`src/rtl/brflush_pkg.sv`:
```
// Shared types for the branch squash controller: the control bundle that
// travels with each instruction, split by the stage that consumes it.
package brflush_pkg;
    typedef struct packed {
        logic [1:0] alu_op;
        logic       alu_src;
        logic       reg_dst;
    } ex_grp_t;

    typedef struct packed {
        logic branch;
        logic mem_rd;
        logic mem_wr;
    } m_grp_t;

    typedef struct packed {
        logic mem_to_reg;
        logic reg_wr;
    } wb_grp_t;

    typedef struct packed {
        ex_grp_t ex;
        m_grp_t  m;
        wb_grp_t wb;
    } ctl_t;

    localparam int CTL_W = $bits(ctl_t);
endpackage

```
`src/rtl/br_eq_cmp.sv`:
```
// Equality comparator for branch operands.
// Splits the operands into CHUNK-bit slices, compares each slice in
// parallel and ANDs the slice results. Assumes W >= 1 and CHUNK >= 1;
// a partial top slice is zero-padded on both sides.
module br_eq_cmp #(
    parameter int W     = 32,
    parameter int CHUNK = 8
) (
    input  logic [W-1:0] opnd_a,
    input  logic [W-1:0] opnd_b,
    output logic         equal
);
    localparam int NCH = (W + CHUNK - 1) / CHUNK;
    localparam int PW  = NCH * CHUNK;

    logic [PW-1:0]  pad_a;
    logic [PW-1:0]  pad_b;
    logic [NCH-1:0] slice_eq;

    assign pad_a = PW'(opnd_a);
    assign pad_b = PW'(opnd_b);

    for (genvar g = 0; g < NCH; g++) begin : g_slice
        // per-slice compare
        assign slice_eq[g] = (pad_a[g*CHUNK +: CHUNK] == pad_b[g*CHUNK +: CHUNK]);
    end

    assign equal = &slice_eq;
endmodule

```
`src/rtl/br_target_gen.sv`:
```
// Taken-branch address generator: PC+4 plus the sign-extended offset
// scaled to a byte address. Assumes the offset is already sign-extended
// to W bits; the sum wraps modulo 2^W.
module br_target_gen #(
    parameter int W     = 32,
    parameter int SHIFT = 2
) (
    input  logic [W-1:0] pc4,
    input  logic [W-1:0] offset,
    output logic [W-1:0] target
);
    logic [W-1:0] scaled;

    // scale word offset to bytes, then add
    always_comb begin
        scaled = offset << SHIFT;
        target = pc4 + scaled;
    end
endmodule

```
`src/rtl/ifid_reg.sv`:
```
// Fetch/decode pipeline register with hold and clear.
// Hold has priority over clear so that a deferred flush never loses the
// branch still waiting in decode. Synchronous active-low reset.
module ifid_reg #(
    parameter int IW   = 32,
    parameter int XLEN = 32
) (
    input  logic            clk,
    input  logic            rst_n,
    input  logic            hold,
    input  logic            clear,
    input  logic [IW-1:0]   in_instr,
    input  logic [XLEN-1:0] in_pc4,
    output logic            out_valid,
    output logic [IW-1:0]   out_instr,
    output logic [XLEN-1:0] out_pc4
);
    // capture, hold or squash the decode slot
    always_ff @(posedge clk) begin
        if (!rst_n) begin
            out_valid <= 1'b0;
            out_instr <= '0;
            out_pc4   <= '0;
        end else if (hold) begin
            out_valid <= out_valid;
            out_instr <= out_instr;
            out_pc4   <= out_pc4;
        end else if (clear) begin
            out_valid <= 1'b0;
            out_instr <= '0;
            out_pc4   <= '0;
        end else begin
            out_valid <= 1'b1;
            out_instr <= in_instr;
            out_pc4   <= in_pc4;
        end
    end

    // a flush empties the slot on the next edge
    p_flush_clears_r4: assert property (@(posedge clk) disable iff (!rst_n)
        (clear && !hold) |=> (!out_valid && out_instr == '0));

    // a stall freezes the slot
    p_hold_keeps_r7: assert property (@(posedge clk) disable iff (!rst_n)
        hold |=> ($stable(out_instr) && $stable(out_valid) && $stable(out_pc4)));
endmodule

```
`src/rtl/idex_ctl_reg.sv`:
```
// Decode/execute control register. A killed slot (empty decode slot or
// stall bubble) is sent on as an all-zero bundle so it cannot access
// memory or write a register. Synchronous active-low reset.
module idex_ctl_reg
    import brflush_pkg::*;
(
    input  logic clk,
    input  logic rst_n,
    input  logic kill,
    input  ctl_t ctl_in,
    output ctl_t ctl_out,
    output logic valid_out
);
    // forward the bundle or insert a no-op
    always_ff @(posedge clk) begin
        if (!rst_n || kill) begin
            ctl_out   <= '0;
            valid_out <= 1'b0;
        end else begin
            ctl_out   <= ctl_in;
            valid_out <= 1'b1;
        end
    end

    // a killed slot carries no memory or register write into execute
    p_bubble_inert_r5: assert property (@(posedge clk) disable iff (!rst_n)
        kill |=> (!ctl_out.m.mem_wr && !ctl_out.m.mem_rd && !ctl_out.wb.reg_wr && !valid_out));
endmodule

```
`src/rtl/brflush_ctrl.sv`:
```
// Decode-stage branch squash controller for a pipeline that always fetches
// sequentially. Resolves branch equality in decode, selects the target PC
// and flushes the one wrongly fetched instruction. A stall from the hazard
// unit wins over a flush; the flush is issued once the stall drops.
// Assumes operands are valid whenever stall_req is low.
module brflush_ctrl
    import brflush_pkg::*;
#(
    parameter int XLEN      = 32,
    parameter int IW        = 32,
    parameter int CMP_CHUNK = 8,
    parameter int OFF_SHIFT = 2
) (
    input  logic             clk,
    input  logic             rst_n,
    input  logic [IW-1:0]    if_instr,
    input  logic [XLEN-1:0]  if_pc4,
    input  logic             stall_req,
    input  logic             id_branch,
    input  logic [XLEN-1:0]  id_opnd_a,
    input  logic [XLEN-1:0]  id_opnd_b,
    input  logic [XLEN-1:0]  id_offset,
    input  logic [CTL_W-1:0] dec_ctl,
    output logic             pc_sel,
    output logic             pc_write_en,
    output logic [XLEN-1:0]  br_target,
    output logic             if_flush,
    output logic             id_valid,
    output logic [IW-1:0]    id_instr,
    output logic [XLEN-1:0]  id_pc4,
    output logic [CTL_W-1:0] ex_ctl,
    output logic             ex_valid
);
    logic opnd_eq;
    logic take;
    logic slot_kill;
    ctl_t ctl_to_ex;

    br_eq_cmp #(.W(XLEN), .CHUNK(CMP_CHUNK)) u_cmp (
        .opnd_a (id_opnd_a),
        .opnd_b (id_opnd_b),
        .equal  (opnd_eq)
    );

    br_target_gen #(.W(XLEN), .SHIFT(OFF_SHIFT)) u_tgt (
        .pc4    (id_pc4),
        .offset (id_offset),
        .target (br_target)
    );

    // resolve the branch; a stall defers it
    always_comb begin
        take        = id_valid && id_branch && opnd_eq && !stall_req;
        pc_sel      = take;
        if_flush    = take;
        pc_write_en = !stall_req;
        slot_kill   = stall_req || !id_valid;
    end

    ifid_reg #(.IW(IW), .XLEN(XLEN)) u_ifid (
        .clk       (clk),
        .rst_n     (rst_n),
        .hold      (stall_req),
        .clear     (if_flush),
        .in_instr  (if_instr),
        .in_pc4    (if_pc4),
        .out_valid (id_valid),
        .out_instr (id_instr),
        .out_pc4   (id_pc4)
    );

    assign ctl_to_ex = ctl_t'(dec_ctl);

    idex_ctl_reg u_idex (
        .clk       (clk),
        .rst_n     (rst_n),
        .kill      (slot_kill),
        .ctl_in    (ctl_to_ex),
        .ctl_out   (ex_ctl),
        .valid_out (ex_valid)
    );

    // only a live branch in decode may flush
    p_flush_needs_branch_r9: assert property (@(posedge clk) disable iff (!rst_n)
        if_flush |-> (id_valid && id_branch));

    // a stall holds back the flush and the redirect
    p_stall_defers_r8: assert property (@(posedge clk) disable iff (!rst_n)
        stall_req |-> (!if_flush && !pc_sel));

    // a taken branch leaves exactly one empty slot
    p_one_bubble_r10: assert property (@(posedge clk) disable iff (!rst_n)
        (if_flush && !stall_req) |=> (!id_valid ##1 (stall_req || id_valid)));
endmodule

```
`config.mk`:
```
export PLATFORM = sky130hd
export DESIGN_NAME = brflush_ctrl
export DESIGN_NICKNAME = d
export VERILOG_FILES = /design/src/rtl/brflush_pkg.sv /design/src/rtl/br_eq_cmp.sv /design/src/rtl/br_target_gen.sv /design/src/rtl/ifid_reg.sv /design/src/rtl/idex_ctl_reg.sv /design/src/rtl/brflush_ctrl.sv
export SDC_FILE = /design/constraint.sdc
export NUM_CORES = 1
export LEC_CHECK = 0
export CORE_AREA = 5 5 107 109
export CTS_CLUSTER_DIAMETER = 150
export CTS_CLUSTER_SIZE = 10
export DETAILED_ROUTE_END_ITERATION = 10
export DIE_AREA = 0 0 112 114
export DONT_BUFFER_PORTS = 1
export PLACE_DENSITY_LB_ADDON = 0.08
export SYNTH_ARGS = -nofsm -noshare
export SYNTH_HDL_FRONTEND = slang
export SYNTH_SLANG_ARGS = --single-unit
```
`constraint.sdc`:
```
create_clock -name clk -period 2.99 [get_ports clk]
set_clock_uncertainty 0.05 [all_clocks]
set_input_delay 0.4485 -clock clk [delete_from_list [all_inputs] [get_ports clk]]
set_output_delay 0.4485 -clock clk [all_outputs]
set_load 0.05 [all_outputs]
```
# [Yosys cells after proc, flatten, opt, wreduce, memory -nomap -nowiden]
# Cells that the tools add are included.
[totals] register_bits=75 in_bits=173 out_inout_bits=110 elab_cells=30
[op_classes] addsub=1 eq_ne=4 n_mux=4 reduce_logical=9
[op_table] op="$mux W32" n=2
[op_table] op="$add A32 B32 Y32" n=1
[op_table] op="$eq A8 B8 Y1" n=4
[op_table] op="$reduce_and A4 Y1" n=1
[op_table] op="$logic_and A1 B1 Y1" n=3
[op_table] op="$logic_not A1 Y1" n=3
[op_table] op="$logic_or A1 B1 Y1" n=2
[op_table] op="$mux W1" n=2

# [Depth between registers and ports, before layout]
# Gate-level depths: netlist (run 1).
[depth] ltp_word=5 ltp_mapped=10 depth_no_buf=10

# [By module]
# From an unflattened synthesis (run 1), not the netlist that was laid out.
[hier_totals] cells_unflattened=579 hier_area_um2=4724.5
[modules_own_cells] module="ifid_reg" instances=1 cells_per_inst=287 area_each_um2=2413.6 seq_area_each_um2=1301.2
[modules_own_cells] module="br_target_gen" instances=1 cells_per_inst=225 area_each_um2=1651.6 seq_area_each_um2=0.0
[modules_own_cells] module="br_eq_cmp" instances=1 cells_per_inst=43 area_each_um2=346.6 seq_area_each_um2=0.0
[modules_own_cells] module="idex_ctl_reg" instances=1 cells_per_inst=20 area_each_um2=285.3 seq_area_each_um2=200.2
[modules_own_cells] module="brflush_ctrl" instances=1 cells_per_inst=4 area_each_um2=27.5 seq_area_each_um2=0.0

# [Worst setup path before layout (run 1)]
# OpenSTA, ideal clock, no wires.
[synth_path] path_type="flip-flop to output port" start="register u_ifid.out_pc4[13]" end="output port br_target[28]" arrival_ns=3.551 t_required_ns=2.492 setup_slack_ns=-1.060 path_stages_with_launch=9 n_path_buf=1 cell_sequence="dfxtp_1 > ha_1 > buf_4 > a21o_1 > a311o_1 > or4_1 > nand4_1 > a21boi_1 > o311ai_1"
[synth_via] elab_chain_cells=1
[synth_lines] item="start: declaration" line_no="ifid_reg.sv:16" source="output logic [XLEN-1:0] out_pc4"
[synth_lines] item="start signal: assignment" line_no="ifid_reg.sv:27" source="out_pc4 <= out_pc4;"
[synth_lines] item="start signal: assignment" line_no="ifid_reg.sv:35" source="out_pc4 <= in_pc4;"
[synth_lines] item="$add A32 B32 Y32" line_no="br_target_gen.sv:17" source="target = pc4 + scaled;"
[synth_lines] item="end: declaration" line_no="brflush_ctrl.sv:26" source="output logic [XLEN-1:0] br_target,"
# No other way between the ends.

# [Worst setup path after layout (run 1)]
[layout_path] start="register u_ifid.out_pc4[2]" end="output port br_target[28]"
# Same word-level chain as after synthesis.

==> impl_metrics.xml, run 1 <==
<?xml version="1.0" encoding="UTF-8"?>
<metrics>
  <group name="clocking">
    <metric name="cts_hold_buf" unit="">0</metric>
    <metric name="cts.clk_slew.worst_paths" unit="ns">0.09</metric>
    <metric name="clock-root-buffer" unit="">clkbuf_8</metric>
    <metric name="cts_tree" unit="">yes</metric>
    <metric name="clock_latency_of_the_later_clocked_register_in_the_worst_skew_pair" unit="ns">0.35</metric>
    <metric name="numClockSinks" unit="">75</metric>
    <metric name="numCtsBuffers" unit="">9</metric>
    <metric name="htree_levels" unit="">3</metric>
    <metric name="clock_path_buffers" unit="">2</metric>
  </group>
  <group name="detailed_routing">
    <metric name="postRouteWirelength" unit="um">17700</metric>
    <metric name="ant_nets" unit="">0</metric>
    <metric name="vias" unit="">4947</metric>
    <metric name="route.detailed.drc" unit="">0</metric>
    <metric name="drt_iter0_markers" unit="">305</metric>
    <metric name="drt_first_pass_iters" unit="">5</metric>
    <metric name="viasPerCell" unit="">5.85</metric>
    <metric name="wl_per_cell" unit="um">20.9</metric>
  </group>
  <group name="power">
    <metric name="power_leakage" unit="nW">2.78</metric>
    <metric name="power.density" unit="nW/um2">492</metric>
    <metric name="vdd_ir_drop_max" unit="V">0.000300</metric>
  </group>
  <group name="die">
    <metric name="num_rows" unit="">38</metric>
    <metric name="design.portCount" unit="">283</metric>
    <metric name="initial_core_util" unit="%">47.1</metric>
    <metric name="fp.dieH" unit="um">114</metric>
    <metric name="die_width" unit="um">112</metric>
    <metric name="design.core.area" unit="um2">10500</metric>
    <metric name="dieArea" unit="um2">12800</metric>
  </group>
  <group name="min_path">
    <metric name="whs_path_depth" unit="">1</metric>
    <metric name="min_path_type" unit="">in -&gt; reg</metric>
  </group>
  <group name="yosys">
    <metric name="synth-adder-area-share" unit="%">7.74</metric>
    <metric name="warnings_from_yosys" unit="">0</metric>
    <metric name="post-synth-top-area-fraction" unit="%">30.3</metric>
    <metric name="synth_fp_nets" unit="">829</metric>
    <metric name="synth_ff_type" unit="">dfxtp_1</metric>
    <metric name="synth_area_per_cell" unit="um2">7.90</metric>
    <metric name="synthArstFlopShare" unit="%">0</metric>
    <metric name="synth_largest_area_cell" unit="">dfxtp_1</metric>
    <metric name="post_synth_main_area_contributors" unit="">dfxtp_1 (30%), a21boi_0 (9.9%), nand3_1 (7.9%)</metric>
    <metric name="netlist_instances" unit="">626</metric>
    <metric name="synthSimpleGateAreaFrac" unit="%">23.1</metric>
    <metric name="synth_top_family_by_area" unit="">compound AO/OA/AOI/OAI gates</metric>
    <metric name="synthMuxAreaShare" unit="%">0.202</metric>
    <metric name="flip_flop_and_latch_count_after_synthesis" unit="">75</metric>
    <metric name="synthDistinctLibCells" unit="">52</metric>
    <metric name="netlist_area" unit="um2">4950</metric>
    <metric name="synth_xor_area_share" unit="%">9.21</metric>
    <metric name="synth-compound-area-share" unit="%">24.4</metric>
    <metric name="synth-seq-area-share" unit="%">30.3</metric>
    <metric name="synth_edf_count" unit="">0</metric>
  </group>
  <group name="final_layout">
    <metric name="fillerInstances" unit="">898</metric>
    <metric name="nNetsFinal" unit="">903</metric>
    <metric name="final_design_area_no_fill" unit="um2">6790</metric>
    <metric name="most_frequent_standard_cell_in_the_layout_excluding_fill_and_tap_cells" unit="">buf_4</metric>
    <metric name="mostFrequentLayoutCells" unit="">buf_4 (90), nand2_1 (76), nand3_1 (75)</metric>
    <metric name="utilization" unit="%">64.6</metric>
    <metric name="antenna_cells" unit="">0</metric>
    <metric name="drive_gt1_share" unit="%">31.1</metric>
    <metric name="signed_area_change_from_the_synthesized_netlist_to_the_final_layout" unit="%">37.3</metric>
  </group>
  <group name="worst_setup_path">
    <metric name="crit_type" unit="">reg -&gt; out</metric>
    <metric name="type_of_element_launching_the_critical_path" unit="">flop</metric>
    <metric name="crit_path_max_fo" unit="">3</metric>
    <metric name="worstPathRequired" unit="ns">2.49</metric>
    <metric name="end_kind" unit="">output pin</metric>
    <metric name="cp_data_arrival_time" unit="ns">2.77</metric>
    <metric name="ff2ff_path_depth" unit="">6</metric>
  </group>
  <group name="sta">
    <metric name="final.setup.tns" unit="ns">-2.49</metric>
    <metric name="grt_setup_unrepaired" unit="">true</metric>
    <metric name="max_slew_margin" unit="%">29.8</metric>
    <metric name="final_hold_viol_count" unit="">0</metric>
    <metric name="worst_slew_pin_slew" unit="ns">1.05</metric>
    <metric name="setup_slack" unit="ns">-0.280</metric>
    <metric name="final-setup-viol-count" unit="">15</metric>
    <metric name="layout_worst_path_cycle_share" unit="%">109</metric>
    <metric name="finalCriticalPeriod" unit="ns">3.27</metric>
    <metric name="slew_violations" unit="">0</metric>
    <metric name="timing.fmax" unit="GHz">0.306</metric>
  </group>
  <group name="global_route">
    <metric name="grt_util_all_layers" unit="%">26.2</metric>
    <metric name="first_global_vias" unit="">4905</metric>
    <metric name="antenna_found_initial" unit="">0</metric>
    <metric name="globalRoute.totalOverflow" unit="">0</metric>
    <metric name="grt_pass1_wl" unit="um">26800</metric>
    <metric name="grt_start_max_net_pins" unit="">68</metric>
  </group>
  <group name="placement">
    <metric name="dpl_worst_slack" unit="ns">-0.0814</metric>
    <metric name="hpwlAfterDp" unit="um">13300</metric>
    <metric name="detailed_place.area" unit="um2">6080</metric>
    <metric name="place_congestion" unit="">0.913</metric>
    <metric name="io_buffers" unit="">0</metric>
  </group>
  <group name="status">
    <metric name="violated_checks" unit="">setup timing</metric>
    <metric name="status" unit="">complete, but fails checks</metric>
  </group>
  <group name="job">
    <metric name="max_cap_viol_count" unit="">0</metric>
  </group>
</metrics>
-- metal layers --
metal / GRT usage (%) / vias up / wire length, um
li1: - / 2364 / -
met1: 33.7 / 2342 / 7300
met2: 43.5 / 211 / 8540
met3: 7.06 / 30 / 1450
met4: 7.69 / 0 / 397
met5: 0 / - / 0
-- registers in the layout, indices dropped and copies added (netlist names) --
name / flops
u_idex.valid_out: 1
u_ifid.out_valid: 1
u_ifid.out_instr: 32
u_ifid.out_pc4: 32
u_idex.ctl_out: 9
-- report_power, final --
| part | switching (mW) | leakage, nW | internal [mW] | total [mW] |
|---|---|---|---|---|
| Combinational | 0.748 | 2.04 | 0.537 | 1.28 |
| Sequential | 0.143 | 0.624 | 1.05 | 1.19 |
| Clock | 0.457 | 0.111 | 0.410 | 0.867 |
| Total | 1.35 | 2.78 | 2.00 | 3.34 |
-- metrics by stage --
| step | power (mW) | cells | hold slack, ns |
|---|---|---|---|
| finish | 3.34 | 845 | 0.162 |
| global route | 3.49 | 845 | 0.145 |
| CTS | 3.30 | 841 | 0.149 |
| detailed placement | 2.38 | 818 | 0.475 |
| global placement | 2.36 | 818 | 0.457 |
| floorplan | 2.04 | 626 | 0.514 |
-- Yosys cell counts, drive strengths merged (2+ instances only) --
| cell type | instances |
|---|---|
| o211ai | 3 |
| a211oi | 4 |
| a311o | 2 |
| nor3b | 3 |
| o2111ai | 2 |
| a31oi | 4 |
| or2 | 2 |
| o21a | 9 |
| clkbuf | 41 |
| nand3 | 78 |
| a21boi | 66 |
| xor2 | 8 |
| o21ai | 21 |
| nor2b | 4 |
| nand2 | 78 |
| nor4 | 4 |
| a21oi | 27 |
| ha | 29 |
| nand2b | 4 |
| dfxtp | 75 |
| a21o | 23 |
| and2 | 9 |
| a311oi | 2 |
| nand3b | 4 |
| nor2 | 17 |
| nand4 | 11 |
| and3 | 3 |
| inv | 11 |
| xnor2 | 44 |
| and4 | 4 |
| nor3 | 11 |
| buf | 9 |
-- critical path, cell delays in order (launching register included) --
cell      delay [ns]
dfxtp_4         0.36
ha_4            0.15
inv_2           0.05
fa_2            0.22
nor2b_4         0.05
o31ai_4         0.24
a21oi_2         0.12
or4_4           0.44
nand4_1         0.23
a21boi_2        0.10
o311ai_4        0.27
buf_12          0.18
-- repair_timing --
action,CTS,global route
resized for setup,38,38
setup endpoints to repair,17,21
buffers inserted,7,6
pin swaps,24,23
-- cell families after synthesis --
family	Yosys count
mux	1
simple gates	234
xor+xnor	52
compound gates	173
fa+ha+maj	30
buf+inv	61
flops	75
-- area by class of cell --
class	instances	area, um2	area share, %
clock buffers	9	124	1.82
well taps	140	175	2.58
multi-input cells	490	3810	56.1
repair buffers	113	1010	14.9
clock inverters	7	95.1	1.40
flip-flops and latches	75	1530	22.6
inverters	11	41.3	0.608
-- worst paths after layout --
| kind | endpoint | startpoint | slack, ns |
|---|---|---|---|
| worst min register to register | u_ifid.out_pc4[3] | u_ifid.out_pc4[3] | 0.50 |
| worst min-delay path | u_idex.ctl_out[7] | dec_ctl[7] | 0.16 |
| worst max-delay path | br_target[28] | u_ifid.out_pc4[2] | -0.28 |
| worst max register to register | u_ifid.out_pc4[15] | u_ifid.out_valid | 1.13 |
Note: power is estimated with default switching activity, not from simulation.
==> run 2: changes to the inputs <==
--- a/config.mk
+++ b/config.mk
@@ -5,11 +5,13 @@
 export SDC_FILE = /design/constraint.sdc
 export NUM_CORES = 1
 export LEC_CHECK = 0
-export CORE_AREA = 5 5 107 109
+export ABC_AREA = 1
+export CORE_MARGIN = 5
+export CORE_UTILIZATION = 55
+export CTS_BUF_LIST = sky130_fd_sc_hd__clkbuf_2 sky130_fd_sc_hd__clkbuf_4 sky130_fd_sc_hd__clkbuf_8
 export CTS_CLUSTER_DIAMETER = 150
 export CTS_CLUSTER_SIZE = 10
 export DETAILED_ROUTE_END_ITERATION = 10
-export DIE_AREA = 0 0 112 114
 export DONT_BUFFER_PORTS = 1
 export PLACE_DENSITY_LB_ADDON = 0.08
 export SYNTH_ARGS = -nofsm -noshare
==> run 2 against run 1 <==
  * Flip-flop and latch count unchanged
  * Cell count up 20%
  * Non-clock buffer count down 47
  * The run now ends clean
  * Die area fell by 2.4%
  * Critical path type unchanged
  * Sequential power is essentially flat
  * Combinational power down 12%
  * Largest cell class unchanged
==> impl_metrics.xml, run 2 <==
<?xml version="1.0" encoding="UTF-8"?>
<metrics>
  <group name="worst_setup_path">
    <metric name="cp_data_arrival_time" unit="ns">2.31</metric>
    <metric name="ff2ff_path_depth" unit="">11</metric>
    <metric name="crit_path_top_delay_cell" unit="">ha_1</metric>
    <metric name="end_kind" unit="">output pin</metric>
    <metric name="slowest_delay" unit="ns">0.38</metric>
    <metric name="timing.critical_path.mode_cell" unit="">nand2_1</metric>
    <metric name="type_of_element_launching_the_critical_path" unit="">flop</metric>
    <metric name="worst_path_cell_trace" unit="">ha_1, nand2_1, nor2_2, nand2_1, o21ai_2, nand3_1, nand2_1, nand2_1, nand2_1, buf_12</metric>
    <metric name="worstPathRequired" unit="ns">2.49</metric>
    <metric name="crit_path_max_fo" unit="">5</metric>
    <metric name="crit_type" unit="">reg -&gt; out</metric>
  </group>
  <group name="yosys">
    <metric name="synth_xor_area_share" unit="%">4.01</metric>
    <metric name="synth_top_family_by_area" unit="">simple AND/OR/NAND/NOR gates</metric>
    <metric name="synth_ff_type" unit="">dfxtp_1</metric>
    <metric name="synth.cells.most_frequent" unit="">nand2_1 (237), inv_1 (94), dfxtp_1 (75), nor2_1 (67), nand3_2 (51)</metric>
    <metric name="synth-compound-area-share" unit="%">16.4</metric>
    <metric name="warnings_from_yosys" unit="">0</metric>
    <metric name="post-synth-top-count-cell" unit="">nand2_1</metric>
    <metric name="netlist_area" unit="um2">5680</metric>
    <metric name="synth_edf_count" unit="">0</metric>
    <metric name="synthDistinctLibCells" unit="">37</metric>
    <metric name="synth-seq-area-share" unit="%">26.4</metric>
    <metric name="synth_largest_area_cell" unit="">dfxtp_1</metric>
    <metric name="synth_fp_nets" unit="">1029</metric>
    <metric name="post-synth-top-area-fraction" unit="%">26.4</metric>
    <metric name="synth-adder-area-share" unit="%">6.74</metric>
    <metric name="post_synth_main_area_contributors" unit="">dfxtp_1 (26%), nand2_1 (16%), nand3_2 (9.0%)</metric>
    <metric name="synthMuxAreaShare" unit="%">0</metric>
    <metric name="flip_flop_and_latch_count_after_synthesis" unit="">75</metric>
    <metric name="netlist_instances" unit="">826</metric>
    <metric name="synthSimpleGateAreaFrac" unit="%">35.5</metric>
    <metric name="synthArstFlopShare" unit="%">0</metric>
    <metric name="synth_area_per_cell" unit="um2">6.88</metric>
  </group>
  <group name="sta">
    <metric name="timing.fmax" unit="GHz">0.356</metric>
    <metric name="max_slew_margin" unit="%">33.7</metric>
    <metric name="final.setup.tns" unit="ns">0</metric>
    <metric name="slew_violations" unit="">0</metric>
    <metric name="final_hold_viol_count" unit="">0</metric>
    <metric name="grt_setup_unrepaired" unit="">false</metric>
    <metric name="layout_worst_path_cycle_share" unit="%">94.0</metric>
    <metric name="setup_slack" unit="ns">0.178</metric>
    <metric name="timing.hold.ws" unit="ns">0.150</metric>
    <metric name="finalCriticalPeriod" unit="ns">2.81</metric>
    <metric name="worst_slew_pin_slew" unit="ns">0.993</metric>
    <metric name="final-setup-viol-count" unit="">0</metric>
  </group>
  <group name="placement">
    <metric name="io_buffers" unit="">0</metric>
    <metric name="place_congestion" unit="">0.984</metric>
    <metric name="dpl_worst_slack" unit="ns">0.125</metric>
    <metric name="hpwlAfterDp" unit="um">14200</metric>
    <metric name="dp_cells" unit="">995</metric>
  </group>
  <group name="die">
    <metric name="design.portCount" unit="">283</metric>
    <metric name="fp.dieH" unit="um">112</metric>
    <metric name="dieArea" unit="um2">12500</metric>
    <metric name="num_rows" unit="">37</metric>
    <metric name="design.core.area" unit="um2">10200</metric>
    <metric name="initial_core_util" unit="%">55.8</metric>
    <metric name="die_width" unit="um">112</metric>
  </group>
  <group name="global_route">
    <metric name="antenna_found_initial" unit="">0</metric>
    <metric name="first_global_vias" unit="">5646</metric>
    <metric name="grt_start_max_net_pins" unit="">68</metric>
    <metric name="grt_util_all_layers" unit="%">27.1</metric>
    <metric name="grt_pass1_wl" unit="um">27800</metric>
    <metric name="globalRoute.totalOverflow" unit="">0</metric>
  </group>
  <group name="final_layout">
    <metric name="largestRegisters" unit="">u_ifid.out_instr (32), u_ifid.out_pc4 (32), u_idex.ctl_out (9)</metric>
    <metric name="most_frequent_standard_cell_in_the_layout_excluding_fill_and_tap_cells" unit="">nand2_1</metric>
    <metric name="mostFrequentLayoutCells" unit="">nand2_1 (237), inv_1 (92), dfxtp_1 (75)</metric>
    <metric name="antenna_cells" unit="">0</metric>
    <metric name="nNetsFinal" unit="">1075</metric>
    <metric name="signed_area_change_from_the_synthesized_netlist_to_the_final_layout" unit="%">15.3</metric>
    <metric name="instances_no_fill" unit="">1013</metric>
    <metric name="fillerInstances" unit="">961</metric>
    <metric name="drive_gt1_share" unit="%">24.1</metric>
  </group>
  <group name="clocking">
    <metric name="cts_hold_buf" unit="">0</metric>
    <metric name="cts_tree" unit="">yes</metric>
    <metric name="numClockSinks" unit="">75</metric>
    <metric name="htree_levels" unit="">3</metric>
    <metric name="clock_latency_of_the_later_clocked_register_in_the_worst_skew_pair" unit="ns">0.35</metric>
    <metric name="clock-root-buffer" unit="">clkbuf_8</metric>
    <metric name="numCtsBuffers" unit="">9</metric>
    <metric name="clock_path_buffers" unit="">2</metric>
    <metric name="cts.clk_slew.worst_paths" unit="ns">0.08</metric>
  </group>
  <group name="detailed_routing">
    <metric name="wl_per_cell" unit="um">17.3</metric>
    <metric name="vias" unit="">5547</metric>
    <metric name="postRouteWirelength" unit="um">17500</metric>
    <metric name="drt_first_pass_iters" unit="">5</metric>
    <metric name="ant_nets" unit="">0</metric>
    <metric name="drt_iter0_markers" unit="">259</metric>
    <metric name="route.detailed.drc" unit="">0</metric>
    <metric name="viasPerCell" unit="">5.48</metric>
  </group>
  <group name="job">
    <metric name="max_cap_viol_count" unit="">0</metric>
  </group>
  <group name="status">
    <metric name="status" unit="">complete, no violations</metric>
  </group>
  <group name="power">
    <metric name="power_leakage" unit="nW">3.09</metric>
    <metric name="post-layout-total-power" unit="mW">3.08</metric>
    <metric name="vdd_ir_drop_max" unit="V">0.000390</metric>
    <metric name="power.density" unit="nW/um2">470</metric>
  </group>
  <group name="min_path">
    <metric name="min_path_type" unit="">in -&gt; reg</metric>
    <metric name="whs_path_depth" unit="">2</metric>
  </group>
</metrics>
run 2: changes by cell type in the layout (fill, tap and decap cells not counted), sizes merged, moves of 9 or more:
cell,before,now
xnor2,44,11
and2,9,0
a21oi,27,100
a21boi,66,2
a21o,23,3
nand2,78,237
nor2,17,67
buf,113,66
inv,14,99
nand3,78,88
run 2: path summary, 6_finish.rpt:
check                startpoint                end  slack [ns]
max reg2reg    u_ifid.out_valid  u_ifid.out_pc4[7]        0.88
min                  dec_ctl[1]  u_idex.ctl_out[1]        0.15
min reg2reg   u_ifid.out_pc4[3]  u_ifid.out_pc4[3]        0.48
max          u_ifid.out_pc4[12]      br_target[31]        0.18
run 2: logic make-up (layout without fill, tap and decap cells):
logic type,count (synthesis),count (layout)
DFF,75,75
AOI/OAI and AO/OA,141,141
adders and majority gates,30,30
xor gates and xnor gates,26,26
buffers and inverters,131,182
and+or+nand+nor,423,423
run 2: layer usage:
metal | track usage (%) | up-vias | wire [um] | part of all wire (%)
li1 | - | 2753 | - | -
met1 | 30.8 | 2509 | 6480 | 37
met4 | 10.4 | 0 | 559 | 3.2
met3 | 9.89 | 36 | 1880 | 11
met2 | 46.4 | 249 | 8580 | 49
met5 | 0 | - | 0 | 0
run 2: what timing repair did:
action / in CTS / in global routing
pin swaps: 1 / 5
setup buffers: 0 / 2
resized for setup: 6 / 12
endpoints found under the setup margin: 7 / 10
endpoints found under the hold margin: 0 / 0
run 2: area by class of cell:
cell class	count	area [um2]	area share [%]
clock inverter	6	53.8	0.821
multi-input combinational	620	3680	56.1
inverter	100	378	5.77
timing repair buffer	66	633	9.66
sequential	75	1500	22.9
tap	136	170	2.60
clock buffer	10	138	2.10
run 2: critical path: cells and delay by family (launching register included):
kind	cells	cell delay, ns
AO/OA/AOI/OAI	1	0.25
adder cells (fa/ha/maj)	1	0.38
buffers and inverters	1	0.15
flip-flops	1	0.33
AND/OR/NAND/NOR	7	0.85
run 2: through the flow:
| step | instance area, um2 | utilization, % |
|---|---|---|
| 2_1_floorplan | 5710 | - |
| 3_3_place_gp | 6270 | 61.5 |
| 3_5_place_dp | 6270 | 61.5 |
| 4_1_cts | 6480 | 63.6 |
| 5_1_grt | 6550 | 64.3 |
| 6_report | 6550 | 64.3 |
run 2: power breakdown:
part / leakage, nW / switching, mW / internal [mW]
logic: 2.38 / 0.738 / 0.389
registers: 0.617 / 0.141 / 1.05
clock network: 0.0958 / 0.422 / 0.340
total: 3.09 / 1.30 / 1.78
==> run 3: changes to the inputs <==
==> constraint.sdc (replaced) <==
create_clock -name clk -period 2.99 [get_ports clk]
set_clock_uncertainty 0.05 [all_clocks]
set_input_delay 0.7475 -clock clk [delete_from_list [all_inputs] [get_ports clk]]
set_output_delay 0.7475 -clock clk [all_outputs]
set_load 0.05 [all_outputs]
==> run 3 against run 2 <==
  * The flow now finishes with violations (setup timing)
  * Utilization is 13 points higher
  * Sequential power hardly changed
  * Cell count is 5.7% higher
  * Critical path depth is 1 lower
  * Combinational power is 29% higher
==> impl_metrics.xml, run 3 (synthesized netlist as in run 2, its figures left out) <==
<?xml version="1.0" encoding="UTF-8"?>
<metrics>
  <group name="worst_setup_path">
    <metric name="crit_path_top_delay_cell" unit="">ha_2</metric>
    <metric name="type_of_element_launching_the_critical_path" unit="">input pin</metric>
    <metric name="timing.critical_path.mode_cell" unit="">a21oi_1</metric>
    <metric name="end_kind" unit="">output pin</metric>
    <metric name="worst_path_cell_trace" unit="">ha_2, a21oi_1, o21ai_0, a21oi_1, nand2_2, nand2_1, inv_2, nor2_4, buf_12</metric>
    <metric name="slowest_delay" unit="ns">0.30</metric>
    <metric name="critical_path.n_buffers_inverters" unit="">2</metric>
    <metric name="path_delay_family" unit="">compound AO/OA/AOI/OAI gates</metric>
    <metric name="cp_data_arrival_time" unit="ns">2.32</metric>
    <metric name="crit_path_max_fo" unit="">4</metric>
    <metric name="worstPathRequired" unit="ns">2.19</metric>
    <metric name="crit_type" unit="">in -&gt; out</metric>
  </group>
  <group name="detailed_routing">
    <metric name="route.detailed.drc" unit="">0</metric>
    <metric name="postRouteWirelength" unit="um">20200</metric>
    <metric name="viasPerCell" unit="">5.72</metric>
    <metric name="drt_first_pass_iters" unit="">5</metric>
    <metric name="wl_per_cell" unit="um">18.8</metric>
    <metric name="ant_nets" unit="">0</metric>
    <metric name="vias" unit="">6129</metric>
    <metric name="drt_iter0_markers" unit="">327</metric>
  </group>
  <group name="sta">
    <metric name="final_hold_viol_count" unit="">0</metric>
    <metric name="max_slew_margin" unit="%">35.2</metric>
    <metric name="grt_setup_unrepaired" unit="">true</metric>
    <metric name="setup_slack" unit="ns">-0.124</metric>
    <metric name="finalCriticalPeriod" unit="ns">3.11</metric>
    <metric name="final-setup-viol-count" unit="">7</metric>
    <metric name="slew_violations" unit="">0</metric>
    <metric name="layout_worst_path_cycle_share" unit="%">104</metric>
    <metric name="timing.fmax" unit="GHz">0.321</metric>
    <metric name="worst_slew_pin_slew" unit="ns">0.970</metric>
  </group>
  <group name="die">
    <metric name="design.portCount" unit="">283</metric>
    <metric name="dieArea" unit="um2">12500</metric>
    <metric name="fp.dieH" unit="um">112</metric>
    <metric name="num_rows" unit="">37</metric>
    <metric name="initial_core_util" unit="%">55.8</metric>
    <metric name="die_width" unit="um">112</metric>
    <metric name="design.core.area" unit="um2">10200</metric>
  </group>
  <group name="clocking">
    <metric name="htree_levels" unit="">3</metric>
    <metric name="numCtsBuffers" unit="">9</metric>
    <metric name="clock_path_buffers" unit="">2</metric>
    <metric name="cts_tree" unit="">yes</metric>
    <metric name="numClockSinks" unit="">75</metric>
    <metric name="clock_latency_of_the_later_clocked_register_in_the_worst_skew_pair" unit="ns">0.35</metric>
    <metric name="cts.clk_slew.worst_paths" unit="ns">0.09</metric>
    <metric name="cts_hold_buf" unit="">0</metric>
    <metric name="clock-root-buffer" unit="">clkbuf_8</metric>
  </group>
  <group name="final_layout">
    <metric name="signed_area_change_from_the_synthesized_netlist_to_the_final_layout" unit="%">38.4</metric>
    <metric name="most_frequent_standard_cell_in_the_layout_excluding_fill_and_tap_cells" unit="">nand2_1</metric>
    <metric name="nNetsFinal" unit="">1133</metric>
    <metric name="mostFrequentLayoutCells" unit="">nand2_1 (206), buf_4 (103), inv_1 (88)</metric>
    <metric name="largestRegisters" unit="">u_ifid.out_instr (32), u_ifid.out_pc4 (32), u_idex.ctl_out (9)</metric>
    <metric name="final_design_area_no_fill" unit="um2">7860</metric>
    <metric name="antenna_cells" unit="">0</metric>
    <metric name="drive_gt1_share" unit="%">42.1</metric>
  </group>
  <group name="global_route">
    <metric name="most_used_routing_layer" unit="">met2</metric>
    <metric name="grt_use_met2" unit="%">48.7</metric>
    <metric name="grt_util_all_layers" unit="%">28.8</metric>
    <metric name="first_global_vias" unit="">5855</metric>
    <metric name="grt_start_max_net_pins" unit="">68</metric>
    <metric name="antenna_found_initial" unit="">0</metric>
    <metric name="grt.met1_usage" unit="%">32.6</metric>
    <metric name="globalRoute.totalOverflow" unit="">0</metric>
    <metric name="grtUsageMet3" unit="%">10.9</metric>
    <metric name="grt_pass1_wl" unit="um">29300</metric>
  </group>
  <group name="placement">
    <metric name="io_buffers" unit="">0</metric>
    <metric name="detailed_place.area" unit="um2">7030</metric>
    <metric name="dpl_worst_slack" unit="ns">-0.123</metric>
    <metric name="place_congestion" unit="">0.983</metric>
    <metric name="hpwlAfterDp" unit="um">15400</metric>
  </group>
  <group name="status">
    <metric name="violated_checks" unit="">setup timing</metric>
    <metric name="status" unit="">complete, but fails checks</metric>
  </group>
  <group name="min_path">
    <metric name="min_path_type" unit="">in -&gt; reg</metric>
  </group>
  <group name="power">
    <metric name="power.density" unit="nW/um2">452</metric>
    <metric name="power_leakage" unit="nW">3.51</metric>
    <metric name="vdd_ir_drop_max" unit="V">0.000420</metric>
  </group>
  <group name="job">
    <metric name="max_cap_viol_count" unit="">0</metric>
  </group>
</metrics>
## run 3: area by class of cell
cell class / count / area [um2]
clock buffer: 9 / 124
clock inverter: 7 / 108
fill: 750 / 2320
inverter: 100 / 378
multi-input combinational: 620 / 4380
sequential: 75 / 1510
tap: 136 / 170
timing repair buffer: 124 / 1190
## run 3: worst reg2reg max path, delay by kind of cell, from the launching register on
kind | cells | cell delay [ns]
AOI/OAI and AO/OA | 1 | 0.05
buffers and inverters | 2 | 0.35
DFF | 1 | 0.34
and+or+nand+nor | 7 | 1.05
## run 3: where the power goes
group          switching [mW]  total [mW]  internal, mW
clock network           0.412       0.898         0.486
registers               0.143        1.19          1.05
logic                   0.873        1.46         0.591
## run 3: repair_timing
item / CTS / global route
setup endpoints to repair: 17 / 22
pin swaps: 17 / 15
setup buffers: 4 / 4
resized for setup: 42 / 95
## run 3: worst paths after layout
path / slack (ns) / end / depth (start not counted) / startpoint
hold reg to reg: 0.47 / u_ifid.out_pc4[3] / 2 / u_ifid.out_pc4[3]
hold / removal: 0.45 / u_idex.ctl_out[7] / 2 / dec_ctl[7]
setup reg to reg: 1.03 / u_ifid.out_pc4[27] / 10 / u_ifid.out_valid
setup / recovery: -0.12 / br_target[24] / 9 / id_offset[21]
## run 3: metrics by stage
| step | setup TNS [ns] | instances | power (mW) | utilization (%) | hold slack [ns] |
|---|---|---|---|---|---|
| after floorplan | -0.539 | 826 | 2.07 | - | 0.551 |
| after global placement | -0.662 | 1047 | 2.50 | 69.0 | 0.462 |
| after detailed placement | -1.08 | 1047 | 2.52 | 69.0 | 0.473 |
| after CTS | -0.151 | 1067 | 3.46 | 73.3 | 0.429 |
| after global routing | -1.05 | 1071 | 3.71 | 77.2 | 0.435 |
| final | -0.279 | 1071 | 3.55 | 77.2 | 0.446 |
## run 3: routing by layer
metal  vias up  share of wire [%]  wire length [um]
met1      2833                 37              7380
met5         -                  0                 0
met2       334                 49              9840
met4         0                5.1              1030
met3        85                9.5              1910
li1       2877                  -                 -
